<file path="src/rtl/msamp_pkg.sv">
`timescale 1ns/1ps
package msamp_pkg;
    typedef enum logic {
        SLOT_ON  = 1'b0,
        SLOT_OFF = 1'b1
    } slot_e;
endpackage

</file>
<file path="src/rtl/msamp_timer.sv">
`timescale 1ns/1ps
module msamp_timer
    import msamp_pkg::*;
#(
    parameter int CW = 12
) (
    input  logic          clk,
    input  logic          rst_n,
    input  logic          pwm_in,
    input  logic [CW-1:0] duty,
    input  logic [CW-1:0] period,
    input  logic          on_when_low,
    output logic          fire_o,
    output slot_e         fire_slot_o
);
    typedef struct packed {
        logic          pwm;
        logic [CW-1:0] cnt;
        logic          armed;
        slot_e         slot;
        logic          fire;
        slot_e         fire_slot;
    } tstate_t;

    tstate_t st_d, st_q;

    logic          edge_seen;
    logic          turn_on;
    logic [CW-1:0] off_span;
    logic [CW-1:0] half_on;
    logic [CW-1:0] half_off;

    always_comb begin
        edge_seen = (pwm_in != st_q.pwm);
        turn_on   = pwm_in ^ on_when_low;
        off_span  = (duty >= period) ? '0 : (period - duty);
        half_on   = duty >> 1;
        half_off  = off_span >> 1;

        st_d      = st_q;
        st_d.pwm  = pwm_in;
        st_d.fire = 1'b0;
        if (edge_seen) begin
            st_d.cnt   = turn_on ? half_on : half_off;
            st_d.armed = 1'b1;
            st_d.slot  = turn_on ? SLOT_ON : SLOT_OFF;
        end else if (st_q.armed) begin
            if (st_q.cnt == '0) begin
                st_d.fire      = 1'b1;
                st_d.fire_slot = st_q.slot;
                st_d.armed     = 1'b0;
            end else begin
                st_d.cnt = st_q.cnt - 1'b1;
            end
        end
    end

    always_ff @(posedge clk or negedge rst_n) begin
        if (!rst_n) st_q <= '0;
        else        st_q <= st_d;
    end

    assign fire_o      = st_q.fire;
    assign fire_slot_o = st_q.fire_slot;

    assert_trig_single_R5: assert property (@(posedge clk) disable iff (!rst_n)
        fire_o |=> !fire_o);

    assert_edge_restart_R4: assert property (@(posedge clk) disable iff (!rst_n)
        (pwm_in != st_q.pwm) |=> !fire_o);
endmodule

</file>
<file path="src/rtl/msamp_pair.sv">
`timescale 1ns/1ps
module msamp_pair
    import msamp_pkg::*;
#(
    parameter int DW = 12
) (
    input  logic          clk,
    input  logic          rst_n,
    input  logic          fire_i,
    input  slot_e         fire_slot_i,
    input  logic          adc_done,
    input  logic [DW-1:0] adc_data,
    output logic [DW-1:0] avg_o,
    output logic          valid_o
);
    localparam int SW = DW + 1;

    typedef struct packed {
        slot_e         tag;
        logic [DW-1:0] a;
        logic [DW-1:0] b;
        logic          have_a;
        logic [DW-1:0] avg;
        logic          valid;
    } pstate_t;

    pstate_t       st_d, st_q;
    logic [SW-1:0] sum;

    always_comb begin
        sum        = {1'b0, st_q.a} + {1'b0, adc_data};
        st_d       = st_q;
        st_d.valid = 1'b0;
        if (adc_done) begin
            if (st_q.tag == SLOT_ON) begin
                st_d.a      = adc_data;
                st_d.have_a = 1'b1;
            end else if (st_q.have_a) begin
                st_d.b      = adc_data;
                st_d.avg    = sum[SW-1:1];
                st_d.valid  = 1'b1;
                st_d.have_a = 1'b0;
            end
        end
        if (fire_i) begin
            st_d.tag = fire_slot_i;
            if (fire_slot_i == SLOT_ON) st_d.have_a = 1'b0;
        end
    end

    always_ff @(posedge clk or negedge rst_n) begin
        if (!rst_n) st_q <= '0;
        else        st_q <= st_d;
    end

    assign avg_o   = st_q.avg;
    assign valid_o = st_q.valid;

    assert_valid_single_R9: assert property (@(posedge clk) disable iff (!rst_n)
        valid_o |=> !valid_o);

    assert_avg_hold_R9: assert property (@(posedge clk) disable iff (!rst_n)
        !valid_o |-> $stable(avg_o));

    assert_avg_bound_R8: assert property (@(posedge clk) disable iff (!rst_n)
        valid_o |-> ((avg_o >= ((st_q.a < st_q.b) ? st_q.a : st_q.b)) &&
                     (avg_o <= ((st_q.a < st_q.b) ? st_q.b : st_q.a))));
endmodule

</file>
<file path="src/rtl/midpoint_sampler.sv">
`timescale 1ns/1ps
module midpoint_sampler
    import msamp_pkg::*;
#(
    parameter int CW = 12,
    parameter int DW = 12
) (
    input  logic          clk,
    input  logic          rst_n,
    input  logic          pwm_in,
    input  logic [CW-1:0] duty,
    input  logic [CW-1:0] period,
    input  logic          on_when_low,
    input  logic          trig_active_high,
    input  logic [DW-1:0] adc_data,
    input  logic          adc_done,
    output logic          adc_trig,
    output logic [DW-1:0] cur_avg,
    output logic          cur_valid
);
    logic  fire;
    slot_e fire_slot;

    msamp_timer #(.CW(CW)) u_timer (
        .clk         (clk),
        .rst_n       (rst_n),
        .pwm_in      (pwm_in),
        .duty        (duty),
        .period      (period),
        .on_when_low (on_when_low),
        .fire_o      (fire),
        .fire_slot_o (fire_slot)
    );

    msamp_pair #(.DW(DW)) u_pair (
        .clk         (clk),
        .rst_n       (rst_n),
        .fire_i      (fire),
        .fire_slot_i (fire_slot),
        .adc_done    (adc_done),
        .adc_data    (adc_data),
        .avg_o       (cur_avg),
        .valid_o     (cur_valid)
    );

    assign adc_trig = trig_active_high ? fire : ~fire;
endmodule

</file>
<file path="config.mk">
export PLATFORM = sky130hd
export DESIGN_NAME = midpoint_sampler
export DESIGN_NICKNAME = d
export VERILOG_FILES = /design/src/rtl/msamp_pkg.sv /design/src/rtl/msamp_timer.sv /design/src/rtl/msamp_pair.sv /design/src/rtl/midpoint_sampler.sv
export SDC_FILE = /design/constraint.sdc
export NUM_CORES = 1
export LEC_CHECK = 0
export BUFFER_PORTS_ARGS = -buffer_cell sky130_fd_sc_hd__buf_4
export CELL_PAD_IN_SITES_DETAIL_PLACEMENT = 2
export CELL_PAD_IN_SITES_GLOBAL_PLACEMENT = 2
export CORE_MARGIN = 3
export CORE_UTILIZATION = 31
export DETAILED_ROUTE_END_ITERATION = 16
export PLACE_DENSITY_LB_ADDON = 0.05
export SETUP_SLACK_MARGIN = 0.2
export SLEW_MARGIN = 30
export SYNTH_ARGS = -nofsm -noshare
export SYNTH_HDL_FRONTEND = slang
export SYNTH_SLANG_ARGS = --single-unit
export TNS_END_PERCENT = 30
</file>
<file path="constraint.sdc">
create_clock -name clk -period 2.07 [get_ports clk]
set_input_delay 0.207 -clock clk [delete_from_list [all_inputs] [get_ports clk]]
set_output_delay 0.207 -clock clk [all_outputs]
set_load 0.05 [all_outputs]
</file>
Yosys cells after proc, flatten, opt, wreduce, memory -nomap -nowiden
Index checks and enable logic that the tools add are counted.
W data, S select, Z words.
{"block": "word_totals", "output_inout_bits": 14, "word_cells": 45, "register_bits": 56, "input_bits": 42}
{"block": "classes", "eq_ne": 2, "order_cmp": 1, "n_mux": 17, "n_bitwise": 4, "n_reduce_logical": 6, "add_sub_neg": 3}
{"op": "$mux W13", "count": 3}
{"op": "$mux W26", "count": 1}
{"op": "$mux W12", "count": 2}
{"op": "$mux W14", "count": 1}
{"op": "$add A12 B12 Y13", "count": 1}
{"op": "$ge A12 B12 Y1", "count": 1}
{"op": "$logic_not A12 Y1", "count": 1}
{"op": "$sub A12 B1 Y12 const B", "count": 1}
{"op": "$sub A12 B12 Y12", "count": 1}
{"op": "$mux W11", "count": 1}
{"op": "$mux W1", "count": 6}
{"op": "$mux W2", "count": 3}
{"op": "$reduce_and A3 Y1", "count": 2}
{"op": "$reduce_and A2 Y1", "count": 2}
{"op": "$not A1 Y1", "count": 3}
{"op": "$ne A2 B1 Y1 const B", "count": 1}
{"op": "$reduce_bool A2 Y1", "count": 1}
{"op": "$ne A1 B1 Y1", "count": 1}
{"op": "$xor A1 B1 Y1", "count": 1}

Logic depth before layout (Yosys ltp)
Gate-level depths: netlist of the first run.
{"block": "depth", "depth_word": 6, "ltp_mapped": 11}

Cells and area by module
Synthesis of the first run repeated with hierarchy kept, for this count alone.
{"block": "unflattened", "cells_unflattened": 354, "area_unflattened_um2": 3243.1}
{"mod": "msamp_timer", "seq_area_each_um2": 425.4, "cells_each": 200, "area_per_inst_um2": 1649.1, "instances": 1}
{"mod": "msamp_pair", "seq_area_each_um2": 675.6, "cells_each": 153, "area_per_inst_um2": 1585.3, "instances": 1}
{"mod": "midpoint_sampler", "seq_area_each_um2": 0.0, "cells_each": 1, "area_per_inst_um2": 8.8, "instances": 1}

Worst setup path after synthesis of the first run
OpenSTA, ideal clock, no wires.
{"block": "synth_timing", "path_kind": "register to register", "startpoint": "register u_pair.st_q[26] (netlist name)", "endpoint": "register u_pair.st_q, in the netlist u_pair.avg_o[9]", "t_required_ps": 1949, "stages_incl_launch_ff": 9, "arrival_time_ps": 1975, "setup_slack_ps": -26, "setup_ps": 121, "synth_period_minus_slack_ps": 2096, "cell_sequence": "dfrtp_1 and2_1 fa_1 a211oi_1 nor2_1 nor4_1 nor3_1 o31a_1 a22o_1"}
{"block": "synth_via", "elab_chain_cells": 1}
{"item": "start, declared", "line_no": "msamp_pair.sv:27", "rtl": "pstate_t st_d, st_q;"}
{"item": "start signal, assigned", "line_no": "msamp_pair.sv:53", "rtl": "else st_q <= st_d;"}
{"item": "$add A12 B12 Y13", "line_no": "msamp_pair.sv:31", "rtl": "sum = {1'b0, st_q.a} + {1'b0, adc_data};"}
No other way between the ends.
A chain may end at the register's enable or synchronous reset.

Worst setup path after layout of the first run
Ends and elaborated chain as after synthesis.

==> results of run 1 <==
[state kept, by name (all words and copies together) (netlist names)]
signal,count
u_pair.avg_o,12
u_timer.st_q,15
u_pair.valid_o,1
u_timer.fire_o,1
u_timer.fire_slot_o,1
u_pair.st_q,14
[logic make-up after synthesis]
logic type / count (synthesis)
simple gates: 100
compound gates: 97
buf+inv: 44
flops: 44
fa+ha+maj: 27
xor+xnor: 18
mux: 16
[routing by layer]
| layer | GRT usage | vias to the layer above | share of wire |
|---|---|---|---|
| met3 | 0.01380 | 4 | 0.024 |
| met4 | 0.03787 | 0 | 0.0074 |
| met5 | 0 | - | 0 |
| li1 | - | 1421 | - |
| met1 | 0.1998 | 1429 | 0.42 |
| met2 | 0.3175 | 40 | 0.55 |
[worst max-delay path: cells and delay by family, from the launching register on]
| kind | cells | cell delay (ns) |
|---|---|---|
| adders and majority gates | 1 | 0.34 |
| AOI/OAI and AO/OA | 3 | 0.72 |
| DFF | 1 | 0.39 |
| and+or+nand+nor | 4 | 0.51 |
[power by group through the flow]
stage | Combinational, mW | Clock [mW] | Sequential [mW]
3_5_place_dp | 2.42 | 0 | 1.42
4_1_cts | 2.48 | 0.598 | 1.41
2_1_floorplan | 1.80 | 0 | 1.37
5_1_grt | 2.88 | 0.631 | 1.46
6_report | 2.62 | 0.577 | 1.42
3_3_place_gp | 2.36 | 0 | 1.40
[synthesized netlist by cell type, drive strengths merged (4+ instances only)]
master,n,area share
dfrtp,44,0.34
nor2,30,0.035
nand2,27,0.032
ha,25,0.098
a21oi,23,0.036
inv,23,0.027
o21ai,19,0.031
buf,16,0.038
mux2,14,0.049
nor3,9,0.016
xnor2,9,0.025
xor2,9,0.025
a21o,6,0.014
nand3,6,0.0094
nand4,6,0.012
o21a,6,0.014
a211oi,5,0.013
clkbuf,5,0.0059
nand3b,5,0.012
a31oi,4,0.0078
o31ai,4,0.0094
[worst paths after layout]
kind / end / slack, ns / depth (start not counted)
worst min register to register: u_pair.avg_o[3] / 0.49 / 2
max in group asynchronous: u_pair.st_q[37] / 1.21 / 2
min in group asynchronous: u_pair.st_q[26] / 0.46 / 2
worst max register to register: u_pair.avg_o[9] / 0.008 / 8
worst min-delay path: u_timer.st_q[16] / 0.03 / 1
worst max-delay path: u_pair.avg_o[9] / 0.008 / 8
[cell type report]
class                      instances  area [um^2]  area share
inverter                          23        98.84     0.02321
sequential                        44         1101      0.2586
timing repair buffer              96        742.0      0.1743
clock buffer                       8        90.09     0.02116
tap                              133        166.4     0.03908
multi-input combinational        261         2059      0.4837
[repair_timing]
action,4_1_cts,5_1_grt
gates resized for setup,5,33
hold buffers,1,0
pin swaps,3,32
setup endpoints to repair,17,19
hold endpoints to repair,44,0
cloned,0,3
buffers inserted,2,9
[stage by stage]
step	utilization	power (mW)	cells	setup slack, ns
after floorplan	-	3.172	346	0.07897
after global placement	0.3933	3.756	542	-0.1224
after detailed placement	0.3933	3.840	542	-0.1998
after CTS	0.4066	4.489	553	-0.09612
after global routing	0.4297	4.979	565	-0.1019
final	0.4297	4.612	565	0.008125
[layout by cell type, fill, tap and decap left out, types with 4 or more instances in the layout]
master	Yosys	final
buf_4	12	91
dfrtp_1	44	44
nor2_1	30	27
nand2_1	26	25
inv_1	23	20
ha_1	25	20
o21ai_0	18	17
a21oi_1	23	16
mux2_2	14	14
xnor2_1	9	9
xor2_1	9	9
nor3_1	8	8
a21oi_2	0	7
nand3_1	6	6
nand4_1	6	6
o21a_1	6	6
a21o_1	6	6
clkbuf_8	0	6
nand3b_1	5	5
a31oi_1	4	4
==> impl_metrics.toml, run 1 <==
[global_routing]
grt_pass1_wl_um = 15570
antenna_found_initial = 0
grt_start_max_net_pins = 45
grt_pass1_vias = 3135
grt-ovfl-total = 0
grt.total_usage = 0.1661

[synth]
synthDistinctLibCells = 59
synthAdderAreaFrac = 0.1104
syn_inst = 346
synth-simple-area-share = 0.1570
avgSynthCellArea_um2 = 9.236
synth-edff-count = 0
synthMuxAreaShare = 0.05560
synth-xor-area-share = 0.04933
synth_top_family_by_area = "compound AO/OA/AOI/OAI gates"
synth_ff_type = "dfrtp_1"
async_reset_ff_frac = 1.000
synth_compound_area_frac = 0.2118
synthesis.nets = 415
synth-seq-cells = 44
netlist_area_um2 = 3196
yosysSeqAreaShare = 0.3446
ys_warn_count = 0

[drt]
vias = 2894
wirelength_um = 9551
wire_per_inst_um = 16.90
first_pass_iters = 4
viasPerCell = 5.122
drcViolationCount = 0
ant_nets = 0
drtIter0Drc = 100

[placement]
gp_congestion = 0.7647
io_buffers = 55
placed_area_um2 = 3897
hpwl_um = 7386

[clocking]
clock-sinks = 44
clockBufferDepth = 2
cts_tree = "yes"
numCtsBuffers = 5
h-tree-depth = 2
root_buffer = "clkbuf_8"
clk_latency_ns = 0.29
clkTransAtPathRegs_ns = 0.09

[timing]
post-route-min-period_ns = 2.062
rsz0062_at_grt = "yes"
maxSlewViolCount = 0
finClkSkew_ns = 0.006246
finalCritPeriodShare = 0.9961
slew_headroom = 0.5972
tightest_slew_ns = 0.5991
tns_ns = 0
fmax_ghz = 0.4850
whs_ns = 0.02868
hold_viol = 0
setup_viol = 0

[critical_path]
critPathKind = "reg -> reg"
cp-start-kind = "register"
crit_fanout = 2
cpPeakStageDelay_ns = 0.39
timing.rr.start = "u_pair.st_q[26]"
crit_chain = "and2_4 -> fa_2 -> a211oi_2 -> nor2_2 -> nor4_2 -> nor3_1 -> o31a_1 -> a22o_1"
critPathArrivalTime_ns = 2.25
crit_start = "u_pair.st_q[26]"
critPathCaptureType = "register"
slowest_stage = "dfrtp_1"
worst-endpoint-required_ns = 2.25

[finish]
areaGrowthSynthToFinish_pct = 33.24
layout-drive-gt1-share = 0.3704
antenna_cells = 0
fill_cells = 1106
nets = 500
stdcell_area_um2 = 4258

[floorplanning]
core.rowCount = 36
io_pins = 56
die_w_um = 107.5
start_util = 0.3225
dieArea_um2 = 11560
die_h_um = 107.5
core_area_um2 = 9910

[power_and_ir_drop]
netSwitchingFraction = 0.4379
p_int_mw = 2.592
power.switching_mw = 2.019
ir_worst_vdd_mv = 0.4015
pwr-share-clk = 0.125
leakagePower_nw = 1.966
seq_power_share = 0.307
power.density_nw_per_um2 = 1083
pwr-share-comb = 0.568

[hold_path]
min_from = "pwm_in"
hp-class = "in -> reg"

[status]
outcome = "finished, final reports clean"

[run]
maxCapViolCount = 0
(Power assumes the default switching activity.)
==> run 2, diff against run 1 <==
ABC_AREA = 1   (was default)
CORE_UTILIZATION = 29   (was 31)
SETUP_SLACK_MARGIN = 0.02   (was 0.2)
==> run 2 against run 1 <==
Compared with the run above:
- clock skew rose by 0.0020 ns
- via count rose by 17%
- critical path type unchanged
- die area up 18%
- final area fell by 0.47%
- register-to-register slack gained 0.19 ns
- synthesized cell count increased by 44%
- global-route usage up 1.2 points
- critical path depth up 2
- area after synthesis is 11% higher
==> impl_metrics.toml, run 2 <==
[status]
outcome = "finished, final reports clean"

[timing]
worst_slack_ns = 0.1951
rsz0062_at_grt = "no"
maxSlewViolCount = 0
setup_viol = 0
post-route-min-period_ns = 1.875
whs_ns = 0.07991
finalCritPeriodShare = 0.9057
hold_viol = 0
tightest_slew_ns = 0.6426
tns_ns = 0
fmax_ghz = 0.5334
finClkSkew_ns = 0.008265
slew_headroom = 0.5706

[critical_path]
slowest_stage = "fa_1"
rrSetupSlack_ns = 0.20
crit_fanout = 4
critPathArrivalTime_ns = 2.08
worst-endpoint-required_ns = 2.28
critPathCaptureType = "register"
reg2reg_depth = 10
crit_chain = "nand2_1 -> inv_1 -> fa_1 -> nand3_1 -> o211ai_1 -> inv_1 -> nor2_1 -> o21ai_0 -> nand2_1 -> o21ai_1"
critPathKind = "reg -> reg"
cp-start-kind = "register"
cpPeakStageDelay_ns = 0.41
timing.rr.start = "u_pair.st_q[26]"
r2r_end = "u_pair.avg_o[5]"

[clocking]
clk_latency_ns = 0.30
clockBufferDepth = 2
numCtsBuffers = 5
cts_tree = "yes"
clock-sinks = 44
clkTransAtPathRegs_ns = 0.07
h-tree-depth = 2
root_buffer = "clkbuf_16"

[synth]
post-synth-top-area-fraction = 0.3099
synth_top_area_cell = "dfrtp_1"
yosysSeqAreaShare = 0.3099
ys_warn_count = 0
async_reset_ff_frac = 1.000
avgSynthCellArea_um2 = 7.150
synth_commonest_cells = "123 x nand2_1, 69 x inv_1, 59 x nor2_1"
syn_inst = 497
synth-edff-count = 0
synthTopCellsByArea = "dfrtp_1 31%, nand2_1 13%, ha_1 8.8%"
synth.most_common_cell = "nand2_1"
synth-seq-cells = 44
netlist_area_um2 = 3553
synthDistinctLibCells = 40
synthesis.nets = 566
synth_ff_type = "dfrtp_1"

[floorplanning]
core_area_um2 = 11710
die_h_um = 116.7
dieArea_um2 = 13620
start_util = 0.3034
core.rowCount = 39
die_w_um = 116.7
io_pins = 56

[finish]
layout-drive-gt1-share = 0.1764
final_cells = 693
final_common_cell = "nand2_1"
areaGrowthSynthToFinish_pct = 19.26
fill_cells = 1412
utilization = 0.3619
largest_reg_flops = 15
top_register = "u_timer.st_q"
antenna_cells = 0
reg_top3 = "u_timer.st_q (15), u_pair.st_q (14), u_pair.avg_o (12)"
final_cell_mix = "123 x nand2_1, 69 x inv_1, 59 x nor2_1, 59 x buf_4, 46 x nand3_1"
nets = 618

[placement]
hpwl_um = 9587
dp_worst_setup_slack_ns = 0.01830
io_buffers = 55
dp.cells = 682
gp_congestion = 0.7653

[power_and_ir_drop]
leakagePower_nw = 2.207
power.switching_mw = 2.321
p_int_mw = 2.703
power.density_nw_per_um2 = 1186
netSwitchingFraction = 0.4620
pwr-share-clk = 0.193
pwr-share-comb = 0.517
seq_power_share = 0.290
ir_worst_vdd_mv = 0.4262

[global_routing]
grt_pass1_wl_um = 18820
grt_start_max_net_pins = 45
grt.total_usage = 0.1781
grt-ovfl-total = 0
antenna_found_initial = 0
grt_pass1_vias = 3699

[drt]
ant_nets = 0
first_pass_iters = 4
wire_per_inst_um = 16.57
drtIter0Drc = 74
drcViolationCount = 0
wirelength_um = 11480
vias = 3373
viasPerCell = 4.867

[hold_path]
min_to = "u_timer.st_q[16]"
min_from = "pwm_in"
hp-class = "in -> reg"
worstHoldPathCells = 1

[run]
maxCapViolCount = 0
[run 2: cell count changes after synthesis, moves of 4 or more]
cell	change
a21o_1	-5
a31oi_1	-4
clkbuf_1	-4
inv_1	+46
nand2_1	+97
nand3_1	+40
nor2_1	+29
nor2_2	+6
nor3_1	-6
o21a_1	-5
o22ai_1	+5
o31ai_1	-4
[run 2: final cells by class]
type / count / area (um^2) / share of cell area
timing repair buffer: 60 / 452.9 / 0.1069
multi-input combinational: 366 / 2061 / 0.4863
tap: 143 / 178.9 / 0.04222
sequential: 44 / 1101 / 0.2598
inverter: 72 / 272.8 / 0.06436
clock inverter: 3 / 46.29 / 0.01092
clock buffer: 5 / 125.1 / 0.02952
[run 2: kinds of logic (layout without fill, tap and decap cells)]
family	count (synthesis)	in the layout	share of synthesized area
buffers and inverters	87	140	0.1102
multiplexers	12	12	0.03803
flip-flops	44	44	0.3099
AO/OA/AOI/OAI	59	59	0.09472
AND/OR/NAND/NOR	253	253	0.3088
XOR/XNOR	15	15	0.03909
adder cells (fa/ha/maj)	27	27	0.09930
[run 2: worst max path at each step]
stage | end | cells past startpoint | start
after global placement | u_timer.st_q[9] | 15 | period[0]
after CTS | u_pair.avg_o[5] | 10 | u_pair.st_q[26]
after global routing | u_pair.avg_o[5] | 10 | u_pair.st_q[26]
after detailed placement | u_timer.st_q[9] | 15 | period[0]
final | u_pair.avg_o[5] | 10 | u_pair.st_q[26]
after floorplan | u_timer.st_q[9] | 14 | period[0]
[run 2: worst max-delay path: cells and delay by family, from the launching register on]
kind | cells | cell delay (ns)
simple gates | 4 | 0.30
fa+ha+maj | 1 | 0.41
compound gates | 3 | 0.52
buf+inv | 2 | 0.18
flops | 1 | 0.38
[run 2: per-stage QoR]
stage | total power, mW | cell area, um^2
detailed placement | 4.066 | 4041
finish | 5.024 | 4238
floorplan | 3.389 | 3553
global route | 5.452 | 4238
CTS | 5.067 | 4223
global placement | 3.968 | 4041
[run 2: per-layer routing]
metal  track usage  routed length, um  up-vias
met3       0.02591                283        6
met5             0                  0        -
met1        0.2612               6101     1638
li1              -                  -     1693
met2        0.2829               5021       36
met4       0.02752                 76        0
[run 2: what timing repair did]
action / CTS / global route
hold endpoints to repair: 44 / 0
hold buffers: 1 / 0
resized for setup: 0 / 1
endpoints found under the setup margin: 0 / 1
buffers inserted: 0 / 2
[run 2: power groups by stage]
stage | sequential [mW] | combinational, mW | clock, mW
3_5_place_dp | 1.47 | 2.59 | 0
6_report | 1.46 | 2.60 | 0.970
5_1_grt | 1.50 | 2.92 | 1.03
3_3_place_gp | 1.45 | 2.52 | 0
2_1_floorplan | 1.40 | 1.99 | 0
4_1_cts | 1.46 | 2.61 | 0.996
